### src/rtl/hp_pkg.sv
package hp_pkg;
  typedef enum logic [2:0] {
    ST_IDLE   = 3'd0,
    ST_LOCK   = 3'd1,
    ST_PLUG   = 3'd2,
    ST_INIT   = 3'd3,
    ST_BLANK  = 3'd4,
    ST_SETTLE = 3'd5,
    ST_UVWAIT = 3'd6,
    ST_RUN    = 3'd7
  } hp_state_e;
endpackage

### src/rtl/hp_tick_timer.sv
module hp_tick_timer #(
  parameter int unsigned CNT_W = 8
) (
  input  logic             clk_i,
  input  logic             rst_ni,
  input  logic             tick_i,
  input  logic             clr_i,
  input  logic [CNT_W-1:0] lim_i,
  output logic             done_o
);
  logic [CNT_W-1:0] cnt_q;

  always_ff @(posedge clk_i or negedge rst_ni) begin
    if (!rst_ni)     cnt_q <= '0;
    else if (clr_i)  cnt_q <= '0;
    else if (tick_i) cnt_q <= cnt_q + 1'b1;
  end

  // terminal tick: the tick that completes lim_i+1 counted ticks
  assign done_o = tick_i && !clr_i && (cnt_q == lim_i);
endmodule

### src/rtl/hp_ov_filter.sv
module hp_ov_filter (
  input  logic clk_i,
  input  logic rst_ni,
  input  logic tick_i,
  input  logic ov_i,
  output logic blk_o
);
  logic ov_s_q;

  always_ff @(posedge clk_i or negedge rst_ni) begin
    if (!rst_ni) begin
      ov_s_q <= 1'b0;
      blk_o  <= 1'b0;
    end else if (tick_i) begin
      ov_s_q <= ov_i;
      blk_o  <= ov_i & ov_s_q;
    end
  end
endmodule

### src/rtl/hp_seq_fsm.sv
module hp_seq_fsm
  import hp_pkg::*;
#(
  parameter int unsigned CNT_W     = 8,
  parameter int unsigned PLUG_MS   = 45,
  parameter int unsigned BLANK_MS  = 32,
  parameter int unsigned SETTLE_MS = 64
) (
  input  logic             clk_i,
  input  logic             rst_ni,
  input  logic             tick_i,
  input  logic             bat_hi_i,
  input  logic             stor_hi_i,
  input  logic             stor_uv_i,
  input  logic             vin_ok_i,
  input  logic             tmr_done_i,
  output logic             tmr_clr_o,
  output logic [CNT_W-1:0] tmr_lim_o,
  output logic             pass_en_o,
  output logic             fb_init_o,
  output logic             ref_smp_o,
  output logic             chg_allow_o
);
  localparam logic [CNT_W-1:0] PlugLim   = CNT_W'(PLUG_MS - 1);
  localparam logic [CNT_W-1:0] BlankLim  = CNT_W'(BLANK_MS - 1);
  localparam logic [CNT_W-1:0] SettleLim = CNT_W'(SETTLE_MS - 1);

  hp_state_e st_q, st_d;
  logic      bat_q;
  logic      uv_ok_q;
  logic      attach;

  assign attach = bat_hi_i & ~bat_q;

  always_comb begin
    st_d = st_q;
    unique case (st_q)
      ST_IDLE:   if (attach) st_d = stor_hi_i ? (vin_ok_i ? ST_UVWAIT : ST_LOCK) : ST_PLUG;
      ST_LOCK:   if (vin_ok_i) st_d = ST_UVWAIT;
      ST_PLUG:   if (tmr_done_i) st_d = ST_INIT;
      ST_INIT:   st_d = ST_BLANK;
      ST_BLANK:  if (tmr_done_i) st_d = ST_SETTLE;
      ST_SETTLE: if (tmr_done_i) st_d = (uv_ok_q && stor_uv_i) ? ST_RUN : ST_UVWAIT;
      ST_UVWAIT: if (stor_uv_i) st_d = ST_RUN;
      ST_RUN:    st_d = ST_RUN;
      default:   st_d = ST_IDLE;
    endcase
    if (st_q != ST_IDLE && !bat_hi_i) st_d = ST_IDLE;
  end

  always_ff @(posedge clk_i or negedge rst_ni) begin
    if (!rst_ni) begin
      st_q    <= ST_IDLE;
      bat_q   <= 1'b0;
      uv_ok_q <= 1'b0;
    end else begin
      st_q  <= st_d;
      bat_q <= bat_hi_i;
      if (st_q == ST_INIT) uv_ok_q <= 1'b1;
      else if ((st_q == ST_BLANK || st_q == ST_SETTLE) && tick_i && !stor_uv_i)
        uv_ok_q <= 1'b0;
    end
  end

  always_comb begin
    unique case (st_q)
      ST_PLUG:  tmr_lim_o = PlugLim;
      ST_BLANK: tmr_lim_o = BlankLim;
      default:  tmr_lim_o = SettleLim;
    endcase
  end

  // counter runs through BLANK into SETTLE so both windows start at the init pulse
  assign tmr_clr_o   = (st_q == ST_IDLE) || (st_q == ST_INIT);
  assign pass_en_o   = (st_q == ST_PLUG) || (st_q == ST_RUN);
  assign fb_init_o   = (st_q == ST_INIT);
  assign ref_smp_o   = (st_q == ST_BLANK) && tmr_done_i;
  assign chg_allow_o = (st_q == ST_RUN) || (st_q == ST_UVWAIT);
endmodule

### src/rtl/hotplug_seq.sv
module hotplug_seq #(
  parameter int unsigned CNT_W     = 8,
  parameter int unsigned PLUG_MS   = 45,
  parameter int unsigned BLANK_MS  = 32,
  parameter int unsigned SETTLE_MS = 64
) (
  input  logic clk_i,
  input  logic rst_ni,
  input  logic tick_i,
  input  logic bat_hi_i,
  input  logic stor_hi_i,
  input  logic stor_chg_i,
  input  logic stor_uv_i,
  input  logic stor_ov_i,
  input  logic vin_ok_i,
  input  logic en_ni,
  output logic pass_en_o,
  output logic fb_init_o,
  output logic chg_en_o,
  output logic ref_smp_o
);
  logic             tmr_clr;
  logic             tmr_done;
  logic [CNT_W-1:0] tmr_lim;
  logic             ov_blk;
  logic             chg_allow;

  hp_tick_timer #(.CNT_W(CNT_W)) u_tmr (
    .clk_i  (clk_i),
    .rst_ni (rst_ni),
    .tick_i (tick_i),
    .clr_i  (tmr_clr),
    .lim_i  (tmr_lim),
    .done_o (tmr_done)
  );

  hp_ov_filter u_ov (
    .clk_i  (clk_i),
    .rst_ni (rst_ni),
    .tick_i (tick_i),
    .ov_i   (stor_ov_i),
    .blk_o  (ov_blk)
  );

  hp_seq_fsm #(
    .CNT_W(CNT_W), .PLUG_MS(PLUG_MS), .BLANK_MS(BLANK_MS), .SETTLE_MS(SETTLE_MS)
  ) u_fsm (
    .clk_i       (clk_i),
    .rst_ni      (rst_ni),
    .tick_i      (tick_i),
    .bat_hi_i    (bat_hi_i),
    .stor_hi_i   (stor_hi_i),
    .stor_uv_i   (stor_uv_i),
    .vin_ok_i    (vin_ok_i),
    .tmr_done_i  (tmr_done),
    .tmr_clr_o   (tmr_clr),
    .tmr_lim_o   (tmr_lim),
    .pass_en_o   (pass_en_o),
    .fb_init_o   (fb_init_o),
    .ref_smp_o   (ref_smp_o),
    .chg_allow_o (chg_allow)
  );

  assign chg_en_o = chg_allow & stor_chg_i & vin_ok_i & ~en_ni & ~ov_blk;
endmodule

### config.mk
export PLATFORM = sky130hd
export DESIGN_NAME = hotplug_seq
export DESIGN_NICKNAME = d
export VERILOG_FILES = /design/src/rtl/hp_pkg.sv /design/src/rtl/hp_tick_timer.sv /design/src/rtl/hp_ov_filter.sv /design/src/rtl/hp_seq_fsm.sv /design/src/rtl/hotplug_seq.sv
export SDC_FILE = /design/constraint.sdc
export NUM_CORES = 1
export LEC_CHECK = 0
export BUFFER_PORTS_ARGS = -buffer_cell sky130_fd_sc_hd__clkbuf_2
export CAP_MARGIN = 20
export CORE_ASPECT_RATIO = 1.1
export CORE_MARGIN = 1
export CORE_UTILIZATION = 48
export CTS_BUF_LIST = sky130_fd_sc_hd__clkbuf_16
export DETAILED_ROUTE_END_ITERATION = 12
export PLACE_DENSITY = 0.75
export SYNTH_ARGS = -nofsm -noshare
export SYNTH_HDL_FRONTEND = slang
export SYNTH_SLANG_ARGS = --single-unit
### constraint.sdc
create_clock -name clk_i -period 4.7 [get_ports clk_i]
set_input_delay 0.94 -clock clk_i [delete_from_list [all_inputs] [get_ports clk_i]]
set_output_delay 0.94 -clock clk_i [all_outputs]
set_load 0.01 [all_outputs]
==> key figures <==
Clocking
  • CTS resizes: 0
  • Setup Buffers After CTS: 0
  • CTS Sinks: 15
  • Clk slew on worst S/H paths: 0.05 ns
  • CTS tree: yes
  • Worst-Skew Late Latency: 0.25 ns
  • Root buffer cell: clkbuf_16
  • Bufs on Longest Clock Path: 2
  • Inserted Clock Buffers: 3
  • H-tree Lvls: 1
  • CTS Hold Buffers Added: 0

Synthesis
  • Ys async rst share: 100%
  • Synth Net Count: roughly 110
  • Largest area contributor in the netlist: dfrtp_1
  • YS warnings: 0
  • Post-synthesis sequential area ratio: roughly two fifths
  • Cells after synthesis: 96
  • Syn Area/Cell: roughly 9.3 µm²
  • Most common cell in the synthesized netlist: dfrtp_1
  • Post-synth top area share: between 40% and 50%
  • FF+latch count, synth: 15
  • Commonest cells in the netlist: dfrtp_1 (15), nor2_1 (11), nand2_1 (6), inv_1 (5), xor2_1 (5)
  • Post-Syn Area: between 800 and 900 µm²
  • Dominant cells by area after synthesis: dfrtp_1 (42%), xor2_1 (4.9%), nor2_1 (4.6%)
  • Number of distinct library cells after synthesis: 38
  • Number of synthesized flops with an enable pin: 0
  • Most used DFF post-synth: dfrtp_1

Timing
  • Final worst setup slack: between 1.5 and 2 ns
  • Final period utilization: between 60% and 70%
  • Clk_skew: about 0.0022 ns
  • Max Clock Freq: 0.345 GHz
  • Accumulated negative setup slack: 0 ns
  • Final setup fails: 0
  • Slew Viols, Final: 0
  • Period minus WS final: 2.90 ns
  • RSZ-0062 raised after global routing: false
  • Worst Tran Pin Value: ~0.95 ns
  • Hold Vio Cnt, Final: 0
  • Rel. slew slack: approximately 36%

GRT
  • Initial antenna violation count: 0
  • Grt ovf: 0
  • Total GRT Usage: a little under a fifth
  • Vias in the first global route: around 630
  • First-pass GRT wire length: 2660 µm
  • Largest net degree at the start of global routing: 17

Drt
  • WL met3: 53 µm
  • Routed WL: about 1700 µm
  • Residual DRC: 0
  • Starting DRC count in detailed routing: 13
  • Total iterations of the first detailed-routing run: 4
  • Top sig layer: met4
  • Met2 routed WL: 834 µm
  • ANT nets after route: 0
  • Vias: 729
  • Post-Route M1 WL: a little over 800 µm
  • Routed WL per cell: ~14 µm
  • Vias per cell: between 5 and 6

Flow run
  • Max-cap violations: 0

Power and ir drop
  • LEAKAGE: 0.000479 µW
  • Pwr dens: between 500 and 600 mW/mm²
  • Switching Share: about 36%
  • VDD IR max: approximately 0.25 mV
  • Combinational Power Share: about a third
  • Power Internal: around 360 µW
  • Register share of total power: roughly 36%
  • Clock Power Share: about 29%
  • Total power: ~570 µW
  • Sw power: between 200 and 250 µW

Worst setup path
  • Worst Path Required: 3.76 ns
  • Critical setup path kind: register to primary output
  • Arr. time, crit path: 1.96 ns
  • Setup crit end kind: primary output
  • CP startpoint kind: register
  • Worst Path Max Fanout: 16

Floorplan
  • Starting Density: just over 50%
  • Die Width: roughly 43 µm
  • Core Box Area: around 0.0018 mm²
  • Die height: 47.3 µm
  • Die area: between 0.002 and 0.0025 mm²
  • Top-level port count: 14
  • Row count: 16

Place
  • Port Buffers: 13
  • Post-DP HPWL: ~1200 µm
  • Pre-CTS WS: 1.98 ns
  • RePlAce Congestion: 0.801
  • Placed cell count: around 120

Finish
  • Multi-input gate area: between 400 and 500 µm²
  • Register area: around 380 µm²
  • Layout area overhead: 16.9%
  • Final std cells w/o fill: about 130
  • # diodes: 0
  • Fill cells: between 150 and 200
  • Utilization after layout: between 50 and 60%
  • Layout cell share with drive strength beyond 1: 20.2%
  • Nets@finish: roughly 120

Status
  • Outcome: completed

Worst hold path
  • Min-delay worst type: register to register
[worst paths after layout]
path / slack [ns] / startpoint / depth (start not counted) / endpoint
worst max register to register: 2.55 / u_fsm.st_q[2]$_DFFE_PN0P_ / 5 / u_fsm.st_q[0]$_DFFE_PN0P_
worst min register to register: 0.50 / u_ov.ov_s_q$_DFFE_PN0P_ / 2 / u_ov.blk_o$_DFFE_PN0P_
min in group asynchronous: 0.60 / rst_ni / 1 / u_fsm.st_q[2]$_DFFE_PN0P_
worst max-delay path: 1.80 / u_fsm.st_q[2]$_DFFE_PN0P_ / 4 / ref_smp_o
worst min-delay path: 0.50 / u_ov.ov_s_q$_DFFE_PN0P_ / 2 / u_ov.blk_o$_DFFE_PN0P_
max in group asynchronous: 3.82 / rst_ni / 1 / u_fsm.uv_ok_q$_DFFE_PN0P_
[worst max-delay path, stage by stage (launching register included)]
cell and delay [ns]:
dfrtp_1 0.52, or3b_1 0.46, or4_4 0.43, a21oi_1 0.15, clkbuf_2 0.15
[through the flow]
stage,instance area (µm²),hold WS [ns]
after global routing,1050,0.555
after detailed placement,967,0.492
after CTS,1050,0.504
final,1050,0.502
after global placement,967,0.491
after floorplan,896,0.473
[power by group through the flow]
stage          sequential, µW  clock, µW  combinational [µW]
2_1_floorplan             176          0                 185
4_1_cts                   205        169                 203
6_report                  206        164                 201
5_1_grt                   212        175                 221
3_3_place_gp              205          0                 193
3_5_place_dp              208          0                 201
[per-layer routing]
layer,vias up,track usage [%]
met4,0,10.9
met1,340,20.3
li1,372,-
met2,13,32.5
met3,4,3.46
met5,-,0
[state kept, by name, summed over array words and instances (netlist names)]
| register | flops |
|---|---|
| u_fsm.bat_q | 1 |
| u_tmr.cnt_q | 8 |
| u_fsm.st_q | 3 |
| u_ov.ov_s_q | 1 |
| u_fsm.uv_ok_q | 1 |
| u_ov.blk_o | 1 |
[cell type report]
class,instances,area share [%]
multi-input combinational,72,46.4
sequential,15,35.8
clock buffer,3,7.17
timing repair buffer,13,6.21
tap,18,2.15
inverter,5,1.79
clock inverter,1,0.478
[kinds of logic after synthesis]
family / after synthesis / share of synthesized area, %
adders and majority gates: 1 / 1.40
and+or+nand+nor: 41 / 25.0
buffers and inverters: 9 / 3.91
xor gates and xnor gates: 7 / 6.84
DFF: 15 / 41.9
muxes: 4 / 5.17
AOI/OAI and AO/OA: 19 / 15.8
[placed cells by master, fill, tap and decap left out, types with 2 or more instances in the layout]
cell,Yosys,routed
mux2i_1,2,2
a21oi_1,4,4
nor3_1,3,3
nor2b_1,2,2
nand4_1,3,3
and3_1,2,2
nand2b_1,4,4
clkbuf_16,0,3
o211ai_1,2,2
o41ai_1,2,2
nand2_1,6,6
clkbuf_2,0,13
nand3_1,3,3
xnor2_1,2,2
xor2_1,5,5
nor2_1,11,11
dfrtp_1,15,15
a21boi_0,2,2
inv_1,5,5
Power figures use the tool's default switching activity.
